**config.mk**
```make
export PLATFORM = sky130hd
export DESIGN_NAME = coh_snoop_ctrl
export DESIGN_NICKNAME = d
export VERILOG_FILES = /design/src/rtl/coh_pkg.sv /design/src/rtl/coh_line_store.sv /design/src/rtl/coh_snoop_unit.sv /design/src/rtl/coh_snoop_ctrl.sv
export SDC_FILE = /design/constraint.sdc
export NUM_CORES = 1
export LEC_CHECK = 0
export CAP_MARGIN = 30
export CELL_PAD_IN_SITES_DETAIL_PLACEMENT = 0
export CELL_PAD_IN_SITES_GLOBAL_PLACEMENT = 2
export CORE_MARGIN = 8
export CORE_UTILIZATION = 41
export CTS_CLUSTER_DIAMETER = 80
export DETAILED_ROUTE_END_ITERATION = 8
export GPL_ROUTABILITY_DRIVEN = 0
export PLACE_DENSITY = 0.84
export SYNTH_ARGS = -nofsm -noshare
export SYNTH_HDL_FRONTEND = slang
export SYNTH_SLANG_ARGS = --single-unit
```
**constraint.sdc**
```tcl
create_clock -name clk -period 9.4 [get_ports clk]
set_input_delay 1.88 -clock clk [delete_from_list [all_inputs] [get_ports clk]]
set_output_delay 1.88 -clock clk [all_outputs]
set_load 0.01 [all_outputs]
```
**src/rtl/coh_pkg.sv**
```systemverilog
package coh_pkg;
  typedef enum logic [1:0] {
    CMD_RDMISS = 2'd0,
    CMD_WRMISS = 2'd1,
    CMD_INV    = 2'd2,
    CMD_WB     = 2'd3
  } cmd_e;

  typedef enum logic [1:0] {
    LN_INV = 2'd0,
    LN_SHR = 2'd1,
    LN_MOD = 2'd2
  } lst_e;

  typedef enum logic [2:0] {
    FS_IDLE,
    FS_REQ,
    FS_WB,
    FS_CMD,
    FS_WAIT,
    FS_DONE
  } fsm_e;
endpackage

```
**src/rtl/coh_line_store.sv**
```systemverilog
module coh_line_store
  import coh_pkg::*;
#(
  parameter int IDX_W  = 2,
  parameter int TAG_W  = 6,
  parameter int DATA_W = 16
) (
  input  logic              clk,
  input  logic              rst,
  input  logic              wr_en,
  input  logic              wr_full,
  input  logic [IDX_W-1:0]  wr_idx,
  input  logic [1:0]        wr_st,
  input  logic [TAG_W-1:0]  wr_tag,
  input  logic [DATA_W-1:0] wr_data,
  input  logic [IDX_W-1:0]  a_idx,
  output logic [1:0]        a_st,
  output logic [TAG_W-1:0]  a_tag,
  output logic [DATA_W-1:0] a_data,
  input  logic [IDX_W-1:0]  b_idx,
  output logic [1:0]        b_st,
  output logic [TAG_W-1:0]  b_tag,
  output logic [DATA_W-1:0] b_data
);
  localparam int LINES = 1 << IDX_W;

  logic [1:0]        st_q   [LINES];
  logic [TAG_W-1:0]  tag_q  [LINES];
  logic [DATA_W-1:0] data_q [LINES];

  // state bits need a reset; tag and data arrays are plain RAM
  always_ff @(posedge clk) begin
    if (rst) begin
      for (int i = 0; i < LINES; i++) st_q[i] <= LN_INV;
    end else if (wr_en) begin
      st_q[wr_idx] <= wr_st;
    end
  end

  always_ff @(posedge clk) begin
    if (wr_en && wr_full) begin
      tag_q[wr_idx]  <= wr_tag;
      data_q[wr_idx] <= wr_data;
    end
  end

  assign a_st   = st_q[a_idx];
  assign a_tag  = tag_q[a_idx];
  assign a_data = data_q[a_idx];
  assign b_st   = st_q[b_idx];
  assign b_tag  = tag_q[b_idx];
  assign b_data = data_q[b_idx];
endmodule

```
**src/rtl/coh_snoop_unit.sv**
```systemverilog
module coh_snoop_unit
  import coh_pkg::*;
#(
  parameter int TAG_W  = 6,
  parameter int DATA_W = 16
) (
  input  logic              clk,
  input  logic              rst,
  input  logic              bus_valid,
  input  logic              bus_gnt,
  input  logic [1:0]        bus_cmd,
  input  logic [TAG_W-1:0]  bus_tag,
  input  logic [1:0]        ln_st,
  input  logic [TAG_W-1:0]  ln_tag,
  input  logic [DATA_W-1:0] ln_data,
  output logic              upd_en,
  output logic [1:0]        upd_st,
  output logic              snp_shared,
  output logic              snp_int,
  output logic [DATA_W-1:0] snp_data
);
  logic hit, int_n, shr_n;

  // only commands driven by another master are snooped
  assign hit = bus_valid && !bus_gnt && (ln_st != LN_INV) && (ln_tag == bus_tag);

  always_comb begin
    upd_en = 1'b0;
    upd_st = LN_INV;
    int_n  = 1'b0;
    shr_n  = 1'b0;
    if (hit) begin
      case (cmd_e'(bus_cmd))
        CMD_RDMISS: begin
          if (ln_st == LN_MOD) begin
            upd_en = 1'b1;
            upd_st = LN_SHR;
            int_n  = 1'b1;
          end else begin
            shr_n  = 1'b1;
          end
        end
        CMD_WRMISS: begin
          upd_en = 1'b1;
          upd_st = LN_INV;
          int_n  = (ln_st == LN_MOD);
        end
        CMD_INV: begin
          upd_en = 1'b1;
          upd_st = LN_INV;
        end
        default: ;
      endcase
    end
  end

  always_ff @(posedge clk) begin
    if (rst) begin
      snp_int    <= 1'b0;
      snp_shared <= 1'b0;
      snp_data   <= '0;
    end else begin
      snp_int    <= int_n;
      snp_shared <= shr_n;
      if (int_n) snp_data <= ln_data;
    end
  end
endmodule

```
**src/rtl/coh_snoop_ctrl.sv**
```systemverilog
module coh_snoop_ctrl
  import coh_pkg::*;
#(
  parameter int ADDR_W = 8,
  parameter int DATA_W = 16,
  parameter int IDX_W  = 2
) (
  input  logic              clk,
  input  logic              rst,
  input  logic              cpu_valid,
  input  logic              cpu_we,
  input  logic [ADDR_W-1:0] cpu_addr,
  input  logic [DATA_W-1:0] cpu_wdata,
  output logic              cpu_ready,
  output logic [DATA_W-1:0] cpu_rdata,
  output logic              bus_req,
  input  logic              bus_gnt,
  output logic              mst_valid,
  output logic [1:0]        mst_cmd,
  output logic [ADDR_W-1:0] mst_addr,
  output logic [DATA_W-1:0] mst_data,
  input  logic              bus_valid,
  input  logic [1:0]        bus_cmd,
  input  logic [ADDR_W-1:0] bus_addr,
  output logic              snp_shared,
  output logic              snp_int,
  output logic [DATA_W-1:0] snp_data,
  input  logic              fill_valid,
  input  logic [DATA_W-1:0] fill_data
);
  localparam int TAG_W = ADDR_W - IDX_W;

  fsm_e              st_q, st_n;
  logic              req_we_q;
  logic [ADDR_W-1:0] req_addr_q;
  logic [DATA_W-1:0] req_wdata_q;

  logic [ADDR_W-1:0] look_addr;
  logic [IDX_W-1:0]  look_idx;
  logic [TAG_W-1:0]  look_tag;
  logic [1:0]        a_st;
  logic [TAG_W-1:0]  a_tag;
  logic [DATA_W-1:0] a_data;
  logic [1:0]        b_st;
  logic [TAG_W-1:0]  b_tag;
  logic [DATA_W-1:0] b_data;
  logic              a_hit, foreign, accept;

  logic              loc_en, loc_full;
  logic [1:0]        loc_st;
  logic [DATA_W-1:0] loc_data;
  logic              snp_upd;
  logic [1:0]        snp_st;
  logic [1:0]        iss_cmd, miss_cmd;
  logic [ADDR_W-1:0] iss_addr;
  logic [DATA_W-1:0] iss_data;
  logic              rd_load;
  logic [DATA_W-1:0] rd_val;

  logic              wr_en, wr_full;
  logic [IDX_W-1:0]  wr_idx;
  logic [1:0]        wr_st;

  assign look_addr = (st_q == FS_IDLE) ? cpu_addr : req_addr_q;
  assign look_idx  = look_addr[IDX_W-1:0];
  assign look_tag  = look_addr[ADDR_W-1:IDX_W];
  assign a_hit     = (a_st != LN_INV) && (a_tag == look_tag);
  assign foreign   = bus_valid && !bus_gnt;
  assign accept    = (st_q == FS_IDLE) && cpu_valid && !foreign;
  assign miss_cmd  = req_we_q ? CMD_WRMISS : CMD_RDMISS;

  coh_line_store #(
    .IDX_W (IDX_W),
    .TAG_W (TAG_W),
    .DATA_W(DATA_W)
  ) i_store (
    .clk    (clk),
    .rst    (rst),
    .wr_en  (wr_en),
    .wr_full(wr_full),
    .wr_idx (wr_idx),
    .wr_st  (wr_st),
    .wr_tag (look_tag),
    .wr_data(loc_data),
    .a_idx  (look_idx),
    .a_st   (a_st),
    .a_tag  (a_tag),
    .a_data (a_data),
    .b_idx  (bus_addr[IDX_W-1:0]),
    .b_st   (b_st),
    .b_tag  (b_tag),
    .b_data (b_data)
  );

  coh_snoop_unit #(
    .TAG_W (TAG_W),
    .DATA_W(DATA_W)
  ) i_snoop (
    .clk       (clk),
    .rst       (rst),
    .bus_valid (bus_valid),
    .bus_gnt   (bus_gnt),
    .bus_cmd   (bus_cmd),
    .bus_tag   (bus_addr[ADDR_W-1:IDX_W]),
    .ln_st     (b_st),
    .ln_tag    (b_tag),
    .ln_data   (b_data),
    .upd_en    (snp_upd),
    .upd_st    (snp_st),
    .snp_shared(snp_shared),
    .snp_int   (snp_int),
    .snp_data  (snp_data)
  );

  // snoop updates and local updates never coincide (local ones need
  // either an idle bus or ownership of it); snoop still wins the port
  assign wr_en   = snp_upd || loc_en;
  assign wr_full = !snp_upd && loc_full;
  assign wr_idx  = snp_upd ? bus_addr[IDX_W-1:0] : look_idx;
  assign wr_st   = snp_upd ? snp_st : loc_st;

  always_comb begin
    st_n     = st_q;
    loc_en   = 1'b0;
    loc_full = 1'b0;
    loc_st   = LN_INV;
    loc_data = req_wdata_q;
    iss_cmd  = mst_cmd;
    iss_addr = mst_addr;
    iss_data = mst_data;
    rd_load  = 1'b0;
    rd_val   = a_data;
    case (st_q)
      FS_IDLE: begin
        if (accept) begin
          if (a_hit && (!cpu_we || a_st == LN_MOD)) begin
            st_n    = FS_DONE;
            rd_load = !cpu_we;
            if (cpu_we) begin
              loc_en   = 1'b1;
              loc_full = 1'b1;
              loc_st   = LN_MOD;
              loc_data = cpu_wdata;
            end
          end else begin
            st_n = FS_REQ;
          end
        end
      end
      FS_REQ: begin
        // decide with the line state as it stands at grant time
        if (bus_gnt) begin
          if (a_hit) begin
            st_n     = FS_CMD;
            iss_cmd  = CMD_INV;
            iss_addr = req_addr_q;
          end else if (a_st == LN_MOD) begin
            st_n     = FS_WB;
            iss_cmd  = CMD_WB;
            iss_addr = {a_tag, look_idx};
            iss_data = a_data;
          end else begin
            st_n     = FS_CMD;
            iss_cmd  = miss_cmd;
            iss_addr = req_addr_q;
          end
        end
      end
      FS_WB: begin
        loc_en   = 1'b1;
        loc_st   = LN_INV;
        st_n     = FS_CMD;
        iss_cmd  = miss_cmd;
        iss_addr = req_addr_q;
      end
      FS_CMD: begin
        if (mst_cmd == CMD_INV) begin
          loc_en   = 1'b1;
          loc_full = 1'b1;
          loc_st   = LN_MOD;
          st_n     = FS_DONE;
        end else begin
          st_n = FS_WAIT;
        end
      end
      FS_WAIT: begin
        if (fill_valid) begin
          loc_en   = 1'b1;
          loc_full = 1'b1;
          loc_st   = req_we_q ? LN_MOD : LN_SHR;
          loc_data = req_we_q ? req_wdata_q : fill_data;
          rd_load  = !req_we_q;
          rd_val   = fill_data;
          st_n     = FS_DONE;
        end
      end
      default: st_n = FS_IDLE;
    endcase
  end

  always_ff @(posedge clk) begin
    if (rst) begin
      st_q        <= FS_IDLE;
      req_we_q    <= 1'b0;
      req_addr_q  <= '0;
      req_wdata_q <= '0;
      cpu_ready   <= 1'b0;
      cpu_rdata   <= '0;
      bus_req     <= 1'b0;
      mst_valid   <= 1'b0;
      mst_cmd     <= '0;
      mst_addr    <= '0;
      mst_data    <= '0;
    end else begin
      st_q <= st_n;
      if (accept) begin
        req_we_q    <= cpu_we;
        req_addr_q  <= cpu_addr;
        req_wdata_q <= cpu_wdata;
      end
      cpu_ready <= (st_n == FS_DONE);
      if (rd_load) cpu_rdata <= rd_val;
      bus_req   <= (st_n inside {FS_REQ, FS_WB, FS_CMD, FS_WAIT});
      mst_valid <= (st_n inside {FS_WB, FS_CMD}) && (st_q != FS_CMD);
      mst_cmd   <= iss_cmd;
      mst_addr  <= iss_addr;
      mst_data  <= iss_data;
    end
  end
endmodule

```
# --- Word-level counts from Yosys, hierarchy flattened ---
# Memory sizes are Yosys's and may differ from the RTL's. A register that Yosys moved wholly into a read port is not among the register bits.
# Index checks and enable logic that the tools add are counted.
classes:
  reduce_logical: 29
  muxes: 65
  bitwise: 3
  eq_ne: 18
op_table:
  columns: ["cell", "count"]
  rows:
  - ["16-bit two-way mux", 7]
  - ["8-bit two-way mux", 4]
  - ["16-bit one-hot mux with 2 select lines", 1]
  - ["2-bit two-way mux", 15]
  - ["1-bit two-way mux", 25]
  - ["8-bit one-hot mux with 2 select lines", 1]
  - ["3-bit one-hot mux with 5 select lines", 1]
  - ["3-bit by 2-bit equality test with 1-bit output, second input constant", 4]
  - ["6-bit equality test", 2]
  - ["3-bit two-way mux", 4]
  - ["1-bit logical AND", 10]
  - ["3-bit equality test, second input constant", 3]
  - ["2-bit equality test, second input constant", 4]
  - ["2-bit nonzero test", 4]
  - ["3-bit by 1-bit equality test with 1-bit output, second input constant", 2]
  - ["1-bit one-hot mux with 2 select lines", 3]
  - ["2-bit one-hot mux with 3 select lines", 1]
  - ["1-bit logical NOT", 5]
  - ["1-bit one-hot mux with 4 select lines", 1]
  - ["2-bit one-hot mux with 2 select lines", 1]
  - ["4-bit AND reduction", 1]
  - ["4-bit nonzero test", 1]
  - ["2-bit OR reduction", 2]
  - ["3-bit logical NOT", 1]
  - ["9 further kinds", 12]
word_totals:
  out_inout_bits: 63
  memories: 3
  ff_bits: 75
  elab_cells: 131
  input_bits: 57
  mem_bits_rw: 96
mem_list:
  columns: ["memory", "words", "width", "rd", "rd_clocked_by_memory_dff", "write_ports", "line_no", "source"]
  rows:
  - ["i_store.data_q", 4, 16, 2, 1, 1, "coh_line_store.sv:29", "logic [DATA_W-1:0] data_q [LINES];"]
  - ["i_store.tag_q", 4, 6, 2, 0, 1, "coh_line_store.sv:28", "logic [TAG_W-1:0] tag_q [LINES];"]
  - ["i_store.st_q", 4, 2, 2, 0, 4, "coh_line_store.sv:27", "logic [1:0] st_q [LINES];"]

# --- Longest topological paths before layout ---
# Gate-level depths: netlist of run 1.
# An unclocked memory read counts as a cell.
depth:
  depth_word: 15
  depth_mapped: 11
  mapped_depth_nobuf: 8

# --- Hierarchy ---
# Synthesis of run 1 repeated with hierarchy kept, for this count alone.
hier_totals:
  cells_unflattened: 690
  area_unflattened_um2: 8774.7
by_module_without_submodules:
  columns: ["mod", "instances", "area_per_inst_um2", "cells_each"]
  rows:
  - ["coh_line_store", 1, 4245.3, 180]
  - ["coh_snoop_ctrl", 1, 3538.4, 411]
  - ["coh_snoop_unit", 1, 991.0, 99]

# --- Worst setup path before layout of run 1 ---
# OpenSTA, ideal clock, no wires.
synth_path:
  path_kind: "input port to flip-flop"
  start: "in bus_addr[0]"
  end: "mem i_store.data_q[1][0], enable pin"
  t_arrival_ns: 5.444
  path_slack_ns: 3.521
  n_path_buf: 2
  path_stages: 8
  setup_time_ns: 0.435
  path_cell_list: "buf_4 -> mux4_2 -> xor2_1 -> or3_4 -> nor4_2 -> buf_4 -> a31oi_1 -> a211oi_1"
synth_between:
  elab_chain_len: 10
synth_lines:
  columns: ["element", "line_no", "source"]
  rows:
  - ["from (decl)", "coh_snoop_ctrl.sv:24", "input logic [ADDR_W-1:0] bus_addr,"]
  - ["memory 4 x 2 bit", null, null]
  - ["2-bit equality test / 2-bit nonzero test (equally long branches)", "coh_snoop_unit.sv:35, coh_snoop_unit.sv:25", null]
  - ["1-bit two-way mux / 1-bit logical AND (equally long branches)", "coh_snoop_unit.sv:35, coh_snoop_unit.sv:25", null]
  - ["1-bit one-hot mux with 2 select lines / 1-bit logical AND (equally long branches)", "coh_snoop_unit.sv:33, coh_snoop_unit.sv:25", null]
  - ["1-bit two-way mux", "coh_snoop_unit.sv:32", "if (hit) begin"]
  - ["1-bit logical NOT", "coh_snoop_ctrl.sv:118", "assign wr_full = !snp_upd && loc_full;"]
  - ["1-bit logical AND", "coh_snoop_ctrl.sv:118", null]
  - ["1-bit logical AND", "coh_line_store.sv:41", "if (wr_en && wr_full) begin"]
  - ["1-bit two-way mux", "coh_line_store.sv:41", null]
  - ["1-bit two-way mux (not written as such)", "coh_line_store.sv:43", "data_q[wr_idx] <= wr_data;"]
  - ["to (decl)", "coh_line_store.sv:29", null]
# Several ways; a longest one is shown, not always the timed one.

# --- Final worst setup path of run 1 ---
layout_path:
  start: "in cpu_addr[0]"
  end: "mem i_store.data_q[1][15], enable pin"
layout_between:
  elab_chain_len: 12
layout_lines:
  columns: ["element", "line_no", "source"]
  rows:
  - ["from (decl)", "coh_snoop_ctrl.sv:12", "input logic [ADDR_W-1:0] cpu_addr,"]
  - ["8-bit two-way mux *", "coh_snoop_ctrl.sv:64", "assign look_addr = (st_q == FS_IDLE) ? cpu_addr : req_addr_q;"]
  - ["memory 4 x 6 bit / memory 4 x 2 bit (equally long branches)", null, null]
  - ["6-bit equality test, or another cell as far along", "coh_snoop_ctrl.sv:67", "assign a_hit = (a_st != LN_INV) && (a_tag == look_tag);"]
  - ["1-bit logical AND / 1-bit logical OR (equally long branches)", "coh_snoop_ctrl.sv:67, coh_snoop_ctrl.sv:136", null]
  - ["1-bit logical AND", "coh_snoop_ctrl.sv:136", "if (a_hit && (!cpu_we || a_st == LN_MOD)) begin"]
  - ["1-bit two-way mux", "coh_snoop_ctrl.sv:136", null]
  - ["1-bit two-way mux", "coh_snoop_ctrl.sv:135", "if (accept) begin"]
  - ["1-bit one-hot mux with 4 select lines / 1-bit one-hot mux with 3 select lines (equally long branches)", "coh_snoop_ctrl.sv:133", "case (st_q)"]
  - ["1-bit logical OR / 1-bit logical AND (equally long branches)", "coh_snoop_ctrl.sv:117, coh_snoop_ctrl.sv:118", null]
  - ["1-bit logical AND", "coh_line_store.sv:41", null]
  - ["1-bit two-way mux", "coh_line_store.sv:41", null]
  - ["1-bit two-way mux (not written as such)", "coh_line_store.sv:43", null]
# Every way passes the cells marked *; elsewhere a longest branch is shown, timed or not.

==> run_results.csv, run 1 <==
group,metric,value,unit
run_status,run_status,"finished, final reports clean",
cts,worst_path_clk_slew,0.08,ns
setup_path,critical_path_arrival,6.02,ns
synth,synth_enable_flop_cells,96,
timing,final.period_utilization,62.8,%
floorplan,die-area,0.0276,mm²
placed_design,port_buffers,119,
setup_path,worst_case_reg_to_reg_path_depth,10,
setup_path,kind_of_start_point_of_the_critical_path,"primary input",
synth,yosys-top-cells-area,"edfxtp_1 31%, dfxtp_1 20%, mux4_2 10%",
worst_hold_path,worst_hold_startpoint,"req_wdata_q[10]$_SDFFE_PP0P_",
timing,slew_viol_final,0,
global_routing,grt_pass1_wl,42.0,mm
setup_path,end_kind,"register",
routing,dr_total_vias,6889,
synth,async_reset_ff_share,0,%
timing,timing_worst_slew_pin_value,0.926,ns
setup_path,worstPathMaxFanout,48,
routing,detail_route.iter0.violations,615,
setup_path,crit-reg2reg-capture,"i_store.data_q[1][15]$_DFFE_PP_",
routing,drt_drc_violations_left,0,
routing,drt_wl_total,27.0,mm
cts,clkSinkCount,187,
synth,post-synth-top-count-cell,"edfxtp_1",
synth,synthTopCellsByCount,"96 x edfxtp_1, 91 x dfxtp_1, 73 x nand2_1",
setup_path,crit_family,"buffers and inverters",
timing,timing.setup.tns,0,ns
placed_design,dpl.hpwl,19.5,mm
routing,drt_first_pass_iters,5,
routing,routed_via_density,6.00,
floorplan,row_count,55,
cts,cts_resized,0,
job,timing.max_cap.violations,0,
routing,count_of_antenna_violating_nets_left_after_detailed_routing,0,
final_layout,layout-drive-gt1-share,15.0,%
setup_path,critPathMaxStageDelay,0.98,ns
cts,clockRootBuffer,"clkbuf_16",
placed_design,place.detailed.instances,1117,
cts,cts-htree-levels,4,
floorplan,num_io_pins,120,
worst_hold_path,min_delay_worst_endpoint,"req_wdata_q[10]$_SDFFE_PP0P_",
cts,post_cts_hold_buffer_count,0,
setup_path,ff2ff_setup_slack,4.62,ns
worst_hold_path,timing.hold.worst.class,"reg2reg",
power,power,0.00206,W
worst_hold_path,worst_hold_path.num_cells,2,
timing,clock-skew-final,0.0123,ns
global_routing,global_route_usage_sum,19.6,%
final_layout,syn_to_layout_area_delta,21.5,%
floorplan,die_height,166,µm
synth,synth_seq_cells,187,
setup_path,worstSetupPathType,"in2reg",
global_routing,grt.overflow.total,0,
synth,mappedNetlistArea,0.00924,mm²
setup_path,cpMostUsedCell,"buf_4",
synth,total_number_of_yosys_warnings,0,
floorplan,core_area,0.0224,mm²
timing,finalSetupViolCount,0,
timing,headroom_to_the_max_slew_limit,37.7,%
setup_path,buffers_plus_inverters_on_the_worst_setup_path,4,
cts,cts_setup_buffers,0,
final_layout,antenna_cells,0,
global_routing,vias_in_the_first_global_route,6879,
cts,cts_buffers,17,
power,ir_worst_vdd,0.000119,V
routing,routedWlPerCell,23.5,µm
floorplan,effective_utilization_at_floorplan,41.3,%
synth,syn_inst,759,
synth,yosys_most_used_dff,"edfxtp_1",
timing,setup_repair_after_global_routing_missed_its_margin,"false",
synth,synth_cell_type_count,67,
setup_path,critical_r2r_launch,"st_q[2]$_SDFF_PP0_",
power,p_leak,3.84,nW
final_layout,net_count_final,911,
global_routing,grt_max_degree,63,
setup_path,worst_ep_required_time,9.51,ns
synth,syn_nets,819,
synth,synth_top_area_share,31.2,%
timing,layout_min_cycle_time,5.90,ns
synth,postSynthAreaPerCell,12.2,µm²
timing,timing_hold_violations_final,0,
cts,tritoncts,"built",
cts,clock_insertion_delay_worst_skew,0.44,ns
cts,cts_max_path_buffers,2,
timing,fmax,0.169,GHz
setup_path,critical_path.slowest_cell,"clkdlybuf4s50_1",
floorplan,die_width,166,µm
global_routing,number_of_antenna_violations_at_the_first_check_in_global_routing,0,
power,power_density,183,mW/mm²
final_layout,finish.utilization,50.2,%
synth,synth.yosys.seq_area_share,50.9,%
synth,synth.largest_area_cell,"edfxtp_1",
setup_path,crit_chain,"clkdlybuf4s50_1 -> mux4_2 -> mux2i_1 -> xor2_1 -> a31oi_1 -> o211a_1 -> buf_4 -> nand4_1 -> buf_4 -> a211oi_2 -> buf_4",
final_layout,final_cell_count_no_fill,1149,
worst max path at each step:
| stage | cells past startpoint | endpoint | from | slack [ns] |
|---|---|---|---|---|
| global route | 9 | i_store.data_q[0][7]$_DFFE_PP_ | bus_addr[0] | 3.24 |
| floorplan | 8 | i_store.data_q[1][0]$_DFFE_PP_ | bus_addr[0] | 3.52 |
| finish | 11 | i_store.data_q[1][15]$_DFFE_PP_ | cpu_addr[0] | 3.50 |
| detailed placement | 9 | i_store.data_q[0][1]$_DFFE_PP_ | bus_addr[0] | 3.09 |
| CTS | 11 | i_store.data_q[1][15]$_DFFE_PP_ | cpu_addr[0] | 3.51 |
| global placement | 9 | i_store.data_q[3][3]$_DFFE_PP_ | cpu_addr[0] | 2.99 |
through the flow:
step	setup slack (ns)	hold WS, ns	instance area, µm²
finish	3.50	0.455	11200
CTS	3.51	0.459	11200
detailed placement	3.09	0.448	10600
global placement	2.99	0.442	10600
global route	3.24	0.471	11200
floorplan	3.52	0.436	9240
placed cells by master, fill, tap and decap left out, types with 12 or more instances in the layout:
cell             Yosys  final
nand4_1             17     17
inv_1               12     12
a211oi_1            39     36
dfxtp_1             91     91
mux4_2              42     42
clkbuf_16            0     17
mux2i_1             59     59
clkdlybuf4s50_1      0    118
nand2_1             73     73
edfxtp_1            96     96
nor2_1              38     38
o221a_2             15     15
buf_4               10     16
nand2b_1            18     18
o31ai_1             17     17
a21oi_1             47     47
cell type report:
class	count	area, µm²
repair buffers	136	1320
clock buffers	17	425
flip-flops and latches	187	4700
inverters	12	45.0
well taps	285	357
clock inverters	15	178
multi-input cells	497	4200
fillers	1922	11100
kinds of logic after synthesis:
kind of cell / synth area share (%)
AO/OA/AOI/OAI: 13.6
multiplexers: 18.8
flip-flops: 50.9
XOR/XNOR: 1.52
buffers and inverters: 4.05
adder cells (fa/ha/maj): 0.406
AND/OR/NAND/NOR: 10.8
state kept, by name (all words and copies together), names as in the netlist:
name,count
req_wdata_q,16
i_snoop.snp_data,16
cpu_ready,1
i_store.st_q,8
req_addr_q,8
bus_req,1
req_we_q,1
cpu_rdata,16
mst_data,16
mst_valid,1
mst_cmd,2
i_store.tag_q,24
i_snoop.snp_int,1
i_store.data_q,64
i_snoop.snp_shared,1
st_q,3
mst_addr,8
worst reg2reg max path, delay by kind of cell, from the launching register on:
kind | cells | cell delay (ns)
compound gates | 2 | 0.73
xor+xnor | 1 | 0.20
buf+inv | 3 | 1.10
flops | 1 | 0.42
mux | 2 | 1.04
simple gates | 2 | 0.98
where the power goes:
part | switching (W) | leakage, nW | internal, W
combinational | 0.000249 | 1.92 | 0.000169
sequential | 0.0000259 | 1.63 | 0.000893
clock | 0.000343 | 0.289 | 0.000380
metal layers:
metal,up-vias,GRT usage (%),share of wire [%]
met5,-,0,0
met4,0,5.85,1.8
met3,35,4.99,7.6
met2,291,30.7,46
met1,3437,26.4,44
li1,3126,-,-
Power figures use the tool's default switching activity.
==> run 2, diff against run 1 <==
Settings changed: CORE_UTILIZATION 41 to 34, PLACE_DENSITY 0.84 to 0.74.
Clock period 9.4 ns to 4.95 ns, I/O delays scaled along.
==> run_results.csv, run 2 (synthesis results as in run 1) <==
group,metric,value,unit
run_status,run_status,"finished, final reports clean",
job,timing.max_cap.violations,0,
routing,drt_drc_violations_left,0,
routing,routed_via_density,5.57,
cts,clkSinkCount,187,
final_layout,net_count_final,925,
final_layout,largest_registers,"i_store.data_q (64), i_store.tag_q (24)",
final_layout,mostFrequentLayoutCells,"118 x clkdlybuf4s50_1, 96 x edfxtp_1, 91 x dfxtp_1",
timing,final.period_utilization,82.5,%
global_routing,number_of_antenna_violations_at_the_first_check_in_global_routing,0,
final_layout,antenna_cells,0,
placed_design,place.detailed.instances,1187,
final_layout,final_cell_count_no_fill,1219,
cts,clock_insertion_delay_worst_skew,0.44,ns
final_layout,filler_cell_count,2466,
worst_hold_path,timing.hold.worst.class,"reg2reg",
cts,cts_buffers,17,
final_layout,final_common_cell,"clkdlybuf4s50_1",
setup_path,critPathCapture,"i_store.data_q[3][12]$_DFFE_PP_",
setup_path,worstPathMaxFanout,20,
cts,cts_setup_buffers,0,
power,pwr-share-comb,20.9,%
cts,cts_resized,0,
setup_path,critical_path_arrival,4.20,ns
setup_path,launching_element_of_the_worst_setup_path,"cpu_addr[0]",
power,reg_power_share,44.5,%
global_routing,grt.overflow.total,0,
setup_path,worst_case_reg_to_reg_path_depth,9,
floorplan,core_area,0.0268,mm²
timing,clock-skew-final,0.0174,ns
routing,detail_route.iter0.violations,660,
setup_path,critical_path.slowest_cell,"clkdlybuf4s50_1",
timing,timing.setup.tns,0,ns
setup_path,end_kind,"register",
final_layout,syn_to_layout_area_delta,23.1,%
final_layout,multi_input_gate_area_in_the_final_layout,0.00420,mm²
timing,timing_worst_slew_pin_value,0.869,ns
final_layout,final-seq-area,0.00470,mm²
floorplan,die_width,181,µm
power,power_frac_clock,34.6,%
timing,hold_ws,0.458,ns
timing,layout_min_cycle_time,4.08,ns
setup_path,crit_chain,"clkdlybuf4s50_1 -> buf_4 -> buf_4 -> mux2i_1 -> o2bb2ai_1 -> o22a_1 -> a31oi_1 -> o211a_1 -> nand4_1 -> buf_4 -> a2111oi_4 -> buf_4",
final_layout,layout-drive-gt1-share,16.4,%
routing,drt_first_pass_iters,5,
setup_path,critPathMaxStageDelay,0.62,ns
global_routing,vias_in_the_first_global_route,6773,
power,p_leak,3.91,nW
global_routing,grt_pass1_wl,43.6,mm
power,ir_worst_vdd,0.000231,V
cts,cts_max_path_buffers,2,
setup_path,worst_ep_required_time,5.07,ns
setup_path,crit_path_depth,12,
cts,worst_path_clk_slew,0.07,ns
cts,post_cts_hold_buffer_count,0,
cts,clockRootBuffer,"clkbuf_16",
routing,count_of_antenna_violating_nets_left_after_detailed_routing,0,
floorplan,row_count,60,
timing,timing_hold_violations_final,0,
routing,drt_wl_total,28.6,mm
timing,slew_viol_final,0,
timing,finalSetupViolCount,0,
power,cell_internal_pwr,0.00272,W
timing,headroom_to_the_max_slew_limit,41.9,%
setup_path,buffers_plus_inverters_on_the_worst_setup_path,5,
global_routing,global_route_usage_sum,17.4,%
power,p_switching,0.00119,W
floorplan,die-area,0.0327,mm²
power,power,0.00391,W
setup_path,worstSetupPathType,"in2reg",
global_routing,grt_max_degree,66,
setup_path,crit-reg2reg-capture,"i_store.data_q[3][12]$_DFFE_PP_",
floorplan,die_height,181,µm
routing,routedWlPerCell,23.5,µm
final_layout,largest_reg_by_ff_count,"i_store.data_q",
power,p_sw_share,30.5,%
placed_design,port_buffers,119,
final_layout,largest_reg_flops,64,
setup_path,critical_r2r_launch,"st_q[2]$_SDFF_PP0_",
setup_path,ff2ff_setup_slack,1.10,ns
power,power_density,344,mW/mm²
cts,tritoncts,"built",
floorplan,effective_utilization_at_floorplan,34.5,%
setup_path,cpMostUsedCell,"buf_4",
timing,fmax,0.245,GHz
setup_path,crit_family,"buffers and inverters",
final_layout,final_cell_area,0.0114,mm²
setup_path,kind_of_start_point_of_the_critical_path,"primary input",
floorplan,num_io_pins,120,
cts,cts-htree-levels,4,
routing,dr_total_vias,6788,
placed_design,placement.cell_area,0.0108,mm²
placed_design,dpl.hpwl,20.6,mm
timing,setup_repair_after_global_routing_missed_its_margin,"false",
==> run 2: worst register-to-register path: cells and delay by family (launching register included) <==
kind / cells / cell delay (ns)
buffers and inverters: 2 / 0.61
AOI/OAI and AO/OA: 2 / 0.59
DFF: 1 / 0.43
xor gates and xnor gates: 1 / 0.21
and+or+nand+nor: 2 / 0.75
muxes: 2 / 0.93
==> run 2: per-layer routing <==
layer | vias to the layer above | share of wire [%] | global-route usage [%]
li1 | 3163 | - | -
met2 | 263 | 44 | 25.7
met4 | 0 | 0.91 | 3.87
met5 | - | 0 | 0
met3 | 16 | 7.3 | 4.15
met1 | 3346 | 47 | 25.3
==> run 2: stage by stage <==
step / util [%] / setup slack [ns]
6_report: 42.5 / 0.866
5_1_grt: 42.5 / 0.725
4_1_cts: 42.5 / 0.889
3_5_place_dp: 40.3 / 0.459
3_3_place_gp: 40.3 / 0.498
2_1_floorplan: - / 0.398
==> run 2: area by class of cell <==
cell class,count,share of cell area (%)
Clock buffer,20,3.97
Clock inverter,12,1.12
Inverter,12,0.396
Multi-Input combinational cell,497,36.9
Sequential cell,187,41.3
Tap cell,341,3.75
Timing Repair Buffer,150,12.5
==> run 2: worst min path at each step <==
stage | startpoint | end | slack (ns) | cells after the start
floorplan | req_wdata_q[0]$_SDFFE_PP0P_ | req_wdata_q[0]$_SDFFE_PP0P_ | 0.44 | 2
global placement | req_wdata_q[8]$_SDFFE_PP0P_ | req_wdata_q[8]$_SDFFE_PP0P_ | 0.44 | 2
detailed placement | req_wdata_q[1]$_SDFFE_PP0P_ | req_wdata_q[1]$_SDFFE_PP0P_ | 0.45 | 2
CTS | req_wdata_q[1]$_SDFFE_PP0P_ | req_wdata_q[1]$_SDFFE_PP0P_ | 0.46 | 2
global route | req_wdata_q[9]$_SDFFE_PP0P_ | req_wdata_q[9]$_SDFFE_PP0P_ | 0.49 | 2
finish | req_wdata_q[8]$_SDFFE_PP0P_ | req_wdata_q[8]$_SDFFE_PP0P_ | 0.46 | 2
==> run 2: power groups by stage <==
stage	clock, W	sequential, W	combinational (W)
2_1_floorplan	0	0.00176	0.000531
3_3_place_gp	0	0.00177	0.000814
3_5_place_dp	0	0.00177	0.000814
4_1_cts	0.00138	0.00174	0.000817
5_1_grt	0.00144	0.00175	0.000879
6_report	0.00135	0.00174	0.000817
